<file path="src/rtl/cct_pkg.sv">
package cct_pkg;

    typedef enum logic [1:0] {
        ST_IDLE    = 2'd0,
        ST_FREE    = 2'd1,
        ST_RESTART = 2'd2
    } run_state_t;

    typedef enum logic [1:0] {
        EDGE_OFF  = 2'd0,
        EDGE_RISE = 2'd1,
        EDGE_FALL = 2'd2,
        EDGE_BOTH = 2'd3
    } cap_edge_t;

    typedef struct packed {
        logic      ie_roll;
        logic      ie_cap;
        logic      ie_cmp;
        cap_edge_t edge_sel;
        logic      ext_src;
        logic      restart;
        logic      enable;
    } ctrl_t;

    localparam int CTRL_W = $bits(ctrl_t);
    localparam int STAT_W = 3;

    localparam logic [2:0] A_CTRL  = 3'd0;
    localparam logic [2:0] A_PRESC = 3'd1;
    localparam logic [2:0] A_CMP   = 3'd2;
    localparam logic [2:0] A_CAP   = 3'd3;
    localparam logic [2:0] A_CNT   = 3'd4;
    localparam logic [2:0] A_STAT  = 3'd5;

    localparam int S_CMP  = 0;
    localparam int S_CAP  = 1;
    localparam int S_ROLL = 2;

endpackage

</file>
<file path="src/rtl/cct_sync.sv">
module cct_sync #(
    parameter int STAGES = 2
) (
    input  logic clk,
    input  logic rst_n,
    input  logic async_in,
    output logic sync_q,
    output logic prev_q
);
    logic [STAGES:0] chain_q;

    always_ff @(posedge clk or negedge rst_n) begin
        if (!rst_n) chain_q <= '0;
        else        chain_q <= {chain_q[STAGES-1:0], async_in};
    end

    assign sync_q = chain_q[STAGES-1];
    assign prev_q = chain_q[STAGES];
endmodule

</file>
<file path="src/rtl/cct_prescaler.sv">
module cct_prescaler #(
    parameter int PRE_W = 12
) (
    input  logic             clk,
    input  logic             rst_n,
    input  logic             clear,
    input  logic             event_i,
    input  logic [PRE_W-1:0] divide,
    output logic             tick
);
    logic [PRE_W-1:0] acc_q;

    assign tick = event_i && (acc_q >= divide);

    always_ff @(posedge clk or negedge rst_n) begin
        if (!rst_n)       acc_q <= '0;
        else if (clear)   acc_q <= '0;
        else if (event_i) acc_q <= tick ? '0 : acc_q + 1'b1;
    end
endmodule

</file>
<file path="src/rtl/cct_capture.sv">
module cct_capture
    import cct_pkg::*;
#(
    parameter int CNT_W = 32
) (
    input  logic             clk,
    input  logic             rst_n,
    input  cap_edge_t        edge_sel,
    input  logic             rise,
    input  logic             fall,
    input  logic [CNT_W-1:0] count_i,
    output logic [CNT_W-1:0] cap_val,
    output logic             cap_hit
);
    always_comb begin
        unique case (edge_sel)
            EDGE_RISE: cap_hit = rise;
            EDGE_FALL: cap_hit = fall;
            EDGE_BOTH: cap_hit = rise | fall;
            default:   cap_hit = 1'b0;
        endcase
    end

    always_ff @(posedge clk or negedge rst_n) begin
        if (!rst_n)       cap_val <= '0;
        else if (cap_hit) cap_val <= count_i;
    end
endmodule

</file>
<file path="src/rtl/cct_timer.sv">
module cct_timer
    import cct_pkg::*;
#(
    parameter int CNT_W = 32,
    parameter int PRE_W = 12
) (
    input  logic             clk,
    input  logic             rst_n,
    input  logic             ext_clk_in,
    input  logic             cap_in,
    input  logic             wr_en,
    input  logic [2:0]       wr_addr,
    input  logic [CNT_W-1:0] wr_data,
    input  logic [2:0]       rd_addr,
    output logic [CNT_W-1:0] rd_data,
    output logic             irq
);
    ctrl_t             ctrl_q;
    logic [PRE_W-1:0]  presc_q;
    logic [CNT_W-1:0]  cmp_shadow_q;
    logic [CNT_W-1:0]  cmp_act;
    logic [CNT_W-1:0]  cnt_q;
    logic [CNT_W-1:0]  cnt_nxt;
    logic [CNT_W-1:0]  cap_val;
    logic [STAT_W-1:0] status_q;
    logic [STAT_W-1:0] stat_set;
    logic [STAT_W-1:0] stat_clr;
    run_state_t        state_q, state_d;

    logic ext_s, ext_p, cap_s, cap_p;
    logic ext_rise, cap_rise, cap_fall, cap_hit;
    logic running, start, src_evt, tick, wrap_pt;

    // input synchronizers
    cct_sync #(.STAGES(2)) u_ext_sync (
        .clk(clk), .rst_n(rst_n), .async_in(ext_clk_in), .sync_q(ext_s), .prev_q(ext_p));
    cct_sync #(.STAGES(2)) u_cap_sync (
        .clk(clk), .rst_n(rst_n), .async_in(cap_in), .sync_q(cap_s), .prev_q(cap_p));

    assign ext_rise = ext_s & ~ext_p;
    assign cap_rise = cap_s & ~cap_p;
    assign cap_fall = ~cap_s & cap_p;

    // register writes
    always_ff @(posedge clk or negedge rst_n) begin
        if (!rst_n) begin
            ctrl_q       <= '0;
            presc_q      <= '0;
            cmp_shadow_q <= '0;
        end else if (wr_en) begin
            unique case (wr_addr)
                A_CTRL:  ctrl_q       <= ctrl_t'(wr_data[CTRL_W-1:0]);
                A_PRESC: presc_q      <= wr_data[PRE_W-1:0];
                A_CMP:   cmp_shadow_q <= wr_data;
                default: ;
            endcase
        end
    end

    // next-state logic
    always_comb begin
        state_d = state_q;
        unique case (state_q)
            ST_IDLE: begin
                if (ctrl_q.enable) state_d = ctrl_q.restart ? ST_RESTART : ST_FREE;
            end
            ST_FREE: begin
                if (!ctrl_q.enable)      state_d = ST_IDLE;
                else if (ctrl_q.restart) state_d = ST_RESTART;
            end
            ST_RESTART: begin
                if (!ctrl_q.enable)       state_d = ST_IDLE;
                else if (!ctrl_q.restart) state_d = ST_FREE;
            end
            default: state_d = ST_IDLE;
        endcase
    end

    // state register
    always_ff @(posedge clk or negedge rst_n) begin
        if (!rst_n) state_q <= ST_IDLE;
        else        state_q <= state_d;
    end

    // state-derived controls
    always_comb begin
        running = 1'b0;
        wrap_pt = 1'b0;
        unique case (state_q)
            ST_FREE:    running = 1'b1;
            ST_RESTART: begin
                running = 1'b1;
                wrap_pt = (cnt_q == cmp_act);
            end
            default: ;
        endcase
    end

    assign start   = (state_q == ST_IDLE) && (state_d != ST_IDLE);
    assign src_evt = running && (ctrl_q.ext_src ? ext_rise : 1'b1);
    assign cnt_nxt = wrap_pt ? '0 : cnt_q + 1'b1;

    cct_prescaler #(.PRE_W(PRE_W)) u_presc (
        .clk(clk), .rst_n(rst_n), .clear(!running), .event_i(src_evt),
        .divide(presc_q), .tick(tick));

    // counter and active compare
    always_ff @(posedge clk or negedge rst_n) begin
        if (!rst_n)     cnt_q <= '0;
        else if (start) cnt_q <= '0;
        else if (tick)  cnt_q <= cnt_nxt;
    end

    always_ff @(posedge clk or negedge rst_n) begin
        if (!rst_n)                      cmp_act <= '0;
        else if (state_q != ST_RESTART)  cmp_act <= cmp_shadow_q;
        else if (tick && wrap_pt)        cmp_act <= cmp_shadow_q;
    end

    cct_capture #(.CNT_W(CNT_W)) u_cap (
        .clk(clk), .rst_n(rst_n), .edge_sel(ctrl_q.edge_sel), .rise(cap_rise),
        .fall(cap_fall), .count_i(cnt_q), .cap_val(cap_val), .cap_hit(cap_hit));

    // sticky status, write-one-to-clear
    always_comb begin
        stat_set         = '0;
        stat_set[S_CMP]  = tick && (cnt_nxt == cmp_act);
        stat_set[S_CAP]  = cap_hit;
        stat_set[S_ROLL] = tick && (state_q == ST_FREE) && (&cnt_q);
        stat_clr = (wr_en && wr_addr == A_STAT) ? wr_data[STAT_W-1:0] : '0;
    end

    always_ff @(posedge clk or negedge rst_n) begin
        if (!rst_n) status_q <= '0;
        else        status_q <= (status_q & ~stat_clr) | stat_set;
    end

    assign irq = |(status_q & {ctrl_q.ie_roll, ctrl_q.ie_cap, ctrl_q.ie_cmp});

    // read mux
    always_comb begin
        rd_data = '0;
        unique case (rd_addr)
            A_CTRL:  rd_data[CTRL_W-1:0] = ctrl_q;
            A_PRESC: rd_data[PRE_W-1:0]  = presc_q;
            A_CMP:   rd_data             = cmp_shadow_q;
            A_CAP:   rd_data             = cap_val;
            A_CNT:   rd_data             = cnt_q;
            A_STAT:  rd_data[STAT_W-1:0] = status_q;
            default: rd_data             = '0;
        endcase
    end
endmodule

</file>
<file path="config.mk">
export PLATFORM = sky130hd
export DESIGN_NAME = cct_timer
export DESIGN_NICKNAME = d
export VERILOG_FILES = /design/src/rtl/cct_pkg.sv /design/src/rtl/cct_sync.sv /design/src/rtl/cct_prescaler.sv /design/src/rtl/cct_capture.sv /design/src/rtl/cct_timer.sv
export SDC_FILE = /design/constraint.sdc
export NUM_CORES = 1
export LEC_CHECK = 0
export ABC_AREA = 1
export ABC_CLOCK_PERIOD_IN_PS = 2740
export BUFFER_PORTS_ARGS = -buffer_cell sky130_fd_sc_hd__buf_2
export CAP_MARGIN = 5
export CORE_MARGIN = 4
export CORE_UTILIZATION = 35
export CTS_CLUSTER_SIZE = 20
export DETAILED_ROUTE_END_ITERATION = 12
export PLACE_DENSITY = 0.5
export SLEW_MARGIN = 20
export SYNTH_ARGS = -nofsm -noshare
export SYNTH_HDL_FRONTEND = slang
export SYNTH_SLANG_ARGS = --single-unit
export TNS_END_PERCENT = 30
</file>
<file path="constraint.sdc">
create_clock -name clk -period 2.74 [get_ports clk]
set_clock_uncertainty 0.15 [all_clocks]
set_input_delay 0.274 -clock clk [delete_from_list [all_inputs] [get_ports clk]]
set_output_delay 0.274 -clock clk [all_outputs]
set_load 0.1 [all_outputs]
</file>
==> out/metrics.cfg <==
[placement]
preCtsSetupSlack_ns = 0.0888
finalWeightedCongestion = 0.930
dp_hpwl_um = 23800
dp.cells = 1758
io_buffer_count = 75

[global_routing]
antenna_found_initial = 0
grt_overflow = 0
grt_pass1_vias = 9042
grt_pass1_wl_um = 50800
grt_use_total_pct = 21.0
grt_max_degree = 66

[floorplan]
fp-row-count = 60
die_w_um = 175
die_h_um = 175
dieArea_mm2 = 0.0306
initial_utilization_pct = 35.9
core-area_mm2 = 0.0272
io_pins = 76

[final_layout]
diodes = 0
drive_gt1_share_pct = 16.1
final_cells = 1829
layout.nets = 1507
area_growth_pct = 27.8
fillers = 2761
fin_util_pct = 45.9

[cts]
numCtsBuffers = 17
cts_tree = done
cts_max_path_buffers = 2
clk_latency_ns = 0.45
cts.sinks = 171
clkTransAtPathRegs_ns = 0.08
htreeDepth = 4
root_buffer = clkbuf_16

[worst_hold_path]
hp-class = in2reg
worstHoldStart = wr_data[4]
worstHoldEndpoint = ctrl_q[4]$_DFFE_PN0P_
holdPathStages = 3

[drt]
dr.pass1.iters = 7
vias = 9254
wl_per_cell_um = 17.5
vias_per_cell = 5.06
drtIter0Drc = 640
drc = 0
ant_nets = 0
totalWireLength_um = 32100

[logic_synthesis]
synth_common_cells = nand2_1, dfrtp_1, inv_1
syn_inst = 1302
ys_types = 40
ys_seq_area_share_pct = 43.9
ys_seq_elements = 171
synth_area_mm2 = 0.00976
synth_top_area_cell = dfrtp_1
ys.flop_type = dfrtp_1
synth_edf_count = 0
synth_nets = 1365
yosysMostFrequentCell = nand2_1
async_flop_share_pct = 100
synth_warnings = 0
avgSynthCellArea_um2 = 7.49
yosysTopAreaCellShare_pct = 43.9
synth_area_leaders = dfrtp_1, nand2_1, o21ai_0

[timing]
setup_viol = 0
period_needed_ns = 2.56
rsz0062_at_grt = yes
maxSlewViolCount = 0
relSlewSlack_pct = 41.6
fmax_mhz = 391
fin_crit_sh_pct = 93.3
finalHoldViolations = 0
layout_setup_ws_ns = 0.182
worstMarginPinSlew_ns = 0.873
fin_worst_hold_slack_ns = 0.00241

[power_and_ir_drop]
power.leakage_nw = 5.75
p_total_mw = 8.92
vdd_ir_drop_max_v = 0.000407
pwr_density_cell_mw_per_mm2 = 716

[critical_path]
worstPathRequired_ns = 2.97
crit_fanout = 6
r2r-start = cnt_q[12]$_DFFE_PN0P_
worst_ep_arrival_time_ns = 2.79
critPathMostFrequentCell = nand2_1
worst-r2r-setup-slack_ns = 0.18
path_delay_family = simple AND/OR/NAND/NOR gates
r2r-end = status_q[0]$_DFF_PN0_
crit_start = cnt_q[12]$_DFFE_PN0P_
path_cells = nand2_1 -> nor3_2 -> nand2_1 -> nor2_2 -> nand2_1 -> xor2_1 -> nand3_1 -> nand2_1 -> nand3_1 -> nor2_1 -> nand2_1 -> nor2_1 -> nand3_1 -> nand2_1
slowest_stage = dfrtp_1
reg2reg_depth = 14
crit_type = reg2reg
max_stage_delay_ns = 0.47
critPathLaunchType = flip-flop
critPathBufInv = 0
end_kind = flip-flop

[run]
maxCapViolCount = 0

[outcome]
status = completed

## flip-flops by register name (all words and copies together), names as in the netlist
name and cells:
cmp_act 32, cmp_shadow_q 32, cnt_q 32, u_cap.cap_val 32
presc_q 12, u_presc.acc_q 12, ctrl_q 8, status_q 3
u_cap_sync.chain_q 3, u_ext_sync.chain_q 3, state_q 2
## per-layer routing
metal	routed length, um	GRT usage, %	vias to the layer above
met3	1480	3.38	24
met5	0	0	-
li1	-	-	4567
met2	15400	35.6	233
met4	365	3.96	0
met1	14800	28.7	4430
## through the flow
stage | instance area (um^2) | setup TNS (ns)
global route | 12500 | -0.0724
finish | 12500 | 0
detailed placement | 11400 | 0
floorplan | 9760 | -0.479
CTS | 12300 | 0
global placement | 11400 | 0
## cell usage in the layout (no fill, tap or decap), types with 8 or more instances in the layout
cell type      count
o21ai_0          115
nand2_1          433
clkbuf_16         18
nor3_1            12
dfrtp_1          169
buf_4             51
a21oi_1           10
nand4_1           22
dlygate4sd3_1     31
buf_12            38
o211ai_1          27
o22ai_1           43
ha_1              20
inv_2             16
inv_1            132
nand3_1           70
xor2_1            26
mux2_2            20
nor2_1            66
a221oi_1           8
buf_2             43
## power by group
group          internal, mW  switching [mW]  total, mW
registers              2.93           0.376       3.30
logic                  1.06            2.00       3.06
clock network          1.34            1.22       2.56
total                  5.32            3.60       8.92
## what timing repair did
item,CTS,global route
setup endpoints to repair,0,65
hold endpoints to repair,97,0
hold buffers,31,0
buffers inserted,0,7
resized for setup,0,28
## final cells by class
type | instances | area (um^2) | share of cell area (%)
Timing Repair Buffer | 166 | 1720 | 13.8
Clock inverter | 14 | 169 | 1.35
Sequential cell | 171 | 4280 | 34.3
Inverter | 149 | 559 | 4.49
Tap cell | 372 | 465 | 3.73
Multi-Input combinational cell | 939 | 4840 | 38.8
Clock buffer | 18 | 439 | 3.52
## how the worst max path moves through the flow
stage | to | slack (ns) | cells after the start
3_5_place_dp | status_q[0]$_DFF_PN0_ | 0.09 | 15
3_3_place_gp | status_q[0]$_DFF_PN0_ | 0.07 | 15
4_1_cts | status_q[0]$_DFF_PN0_ | 0.04 | 14
6_report | status_q[0]$_DFF_PN0_ | 0.18 | 14
2_1_floorplan | rd_data[1] | -0.09 | 3
5_1_grt | status_q[0]$_DFF_PN0_ | -0.04 | 14
## worst min-delay path, cell delays in order
cell	delay (ns)
buf_2	0.07
inv_1	0.06
o21ai_0	0.15
## cells by family after synthesis
| family | count (synthesis) | synth area share [%] |
|---|---|---|
| buf+inv | 192 | 7.63 |
| simple gates | 641 | 27.1 |
| xor+xnor | 31 | 2.78 |
| fa+ha+maj | 20 | 2.56 |
| mux | 20 | 2.31 |
| compound gates | 227 | 13.8 |
| flops | 171 | 43.9 |
No activity file was read; power rests on OpenSTA's default activity.
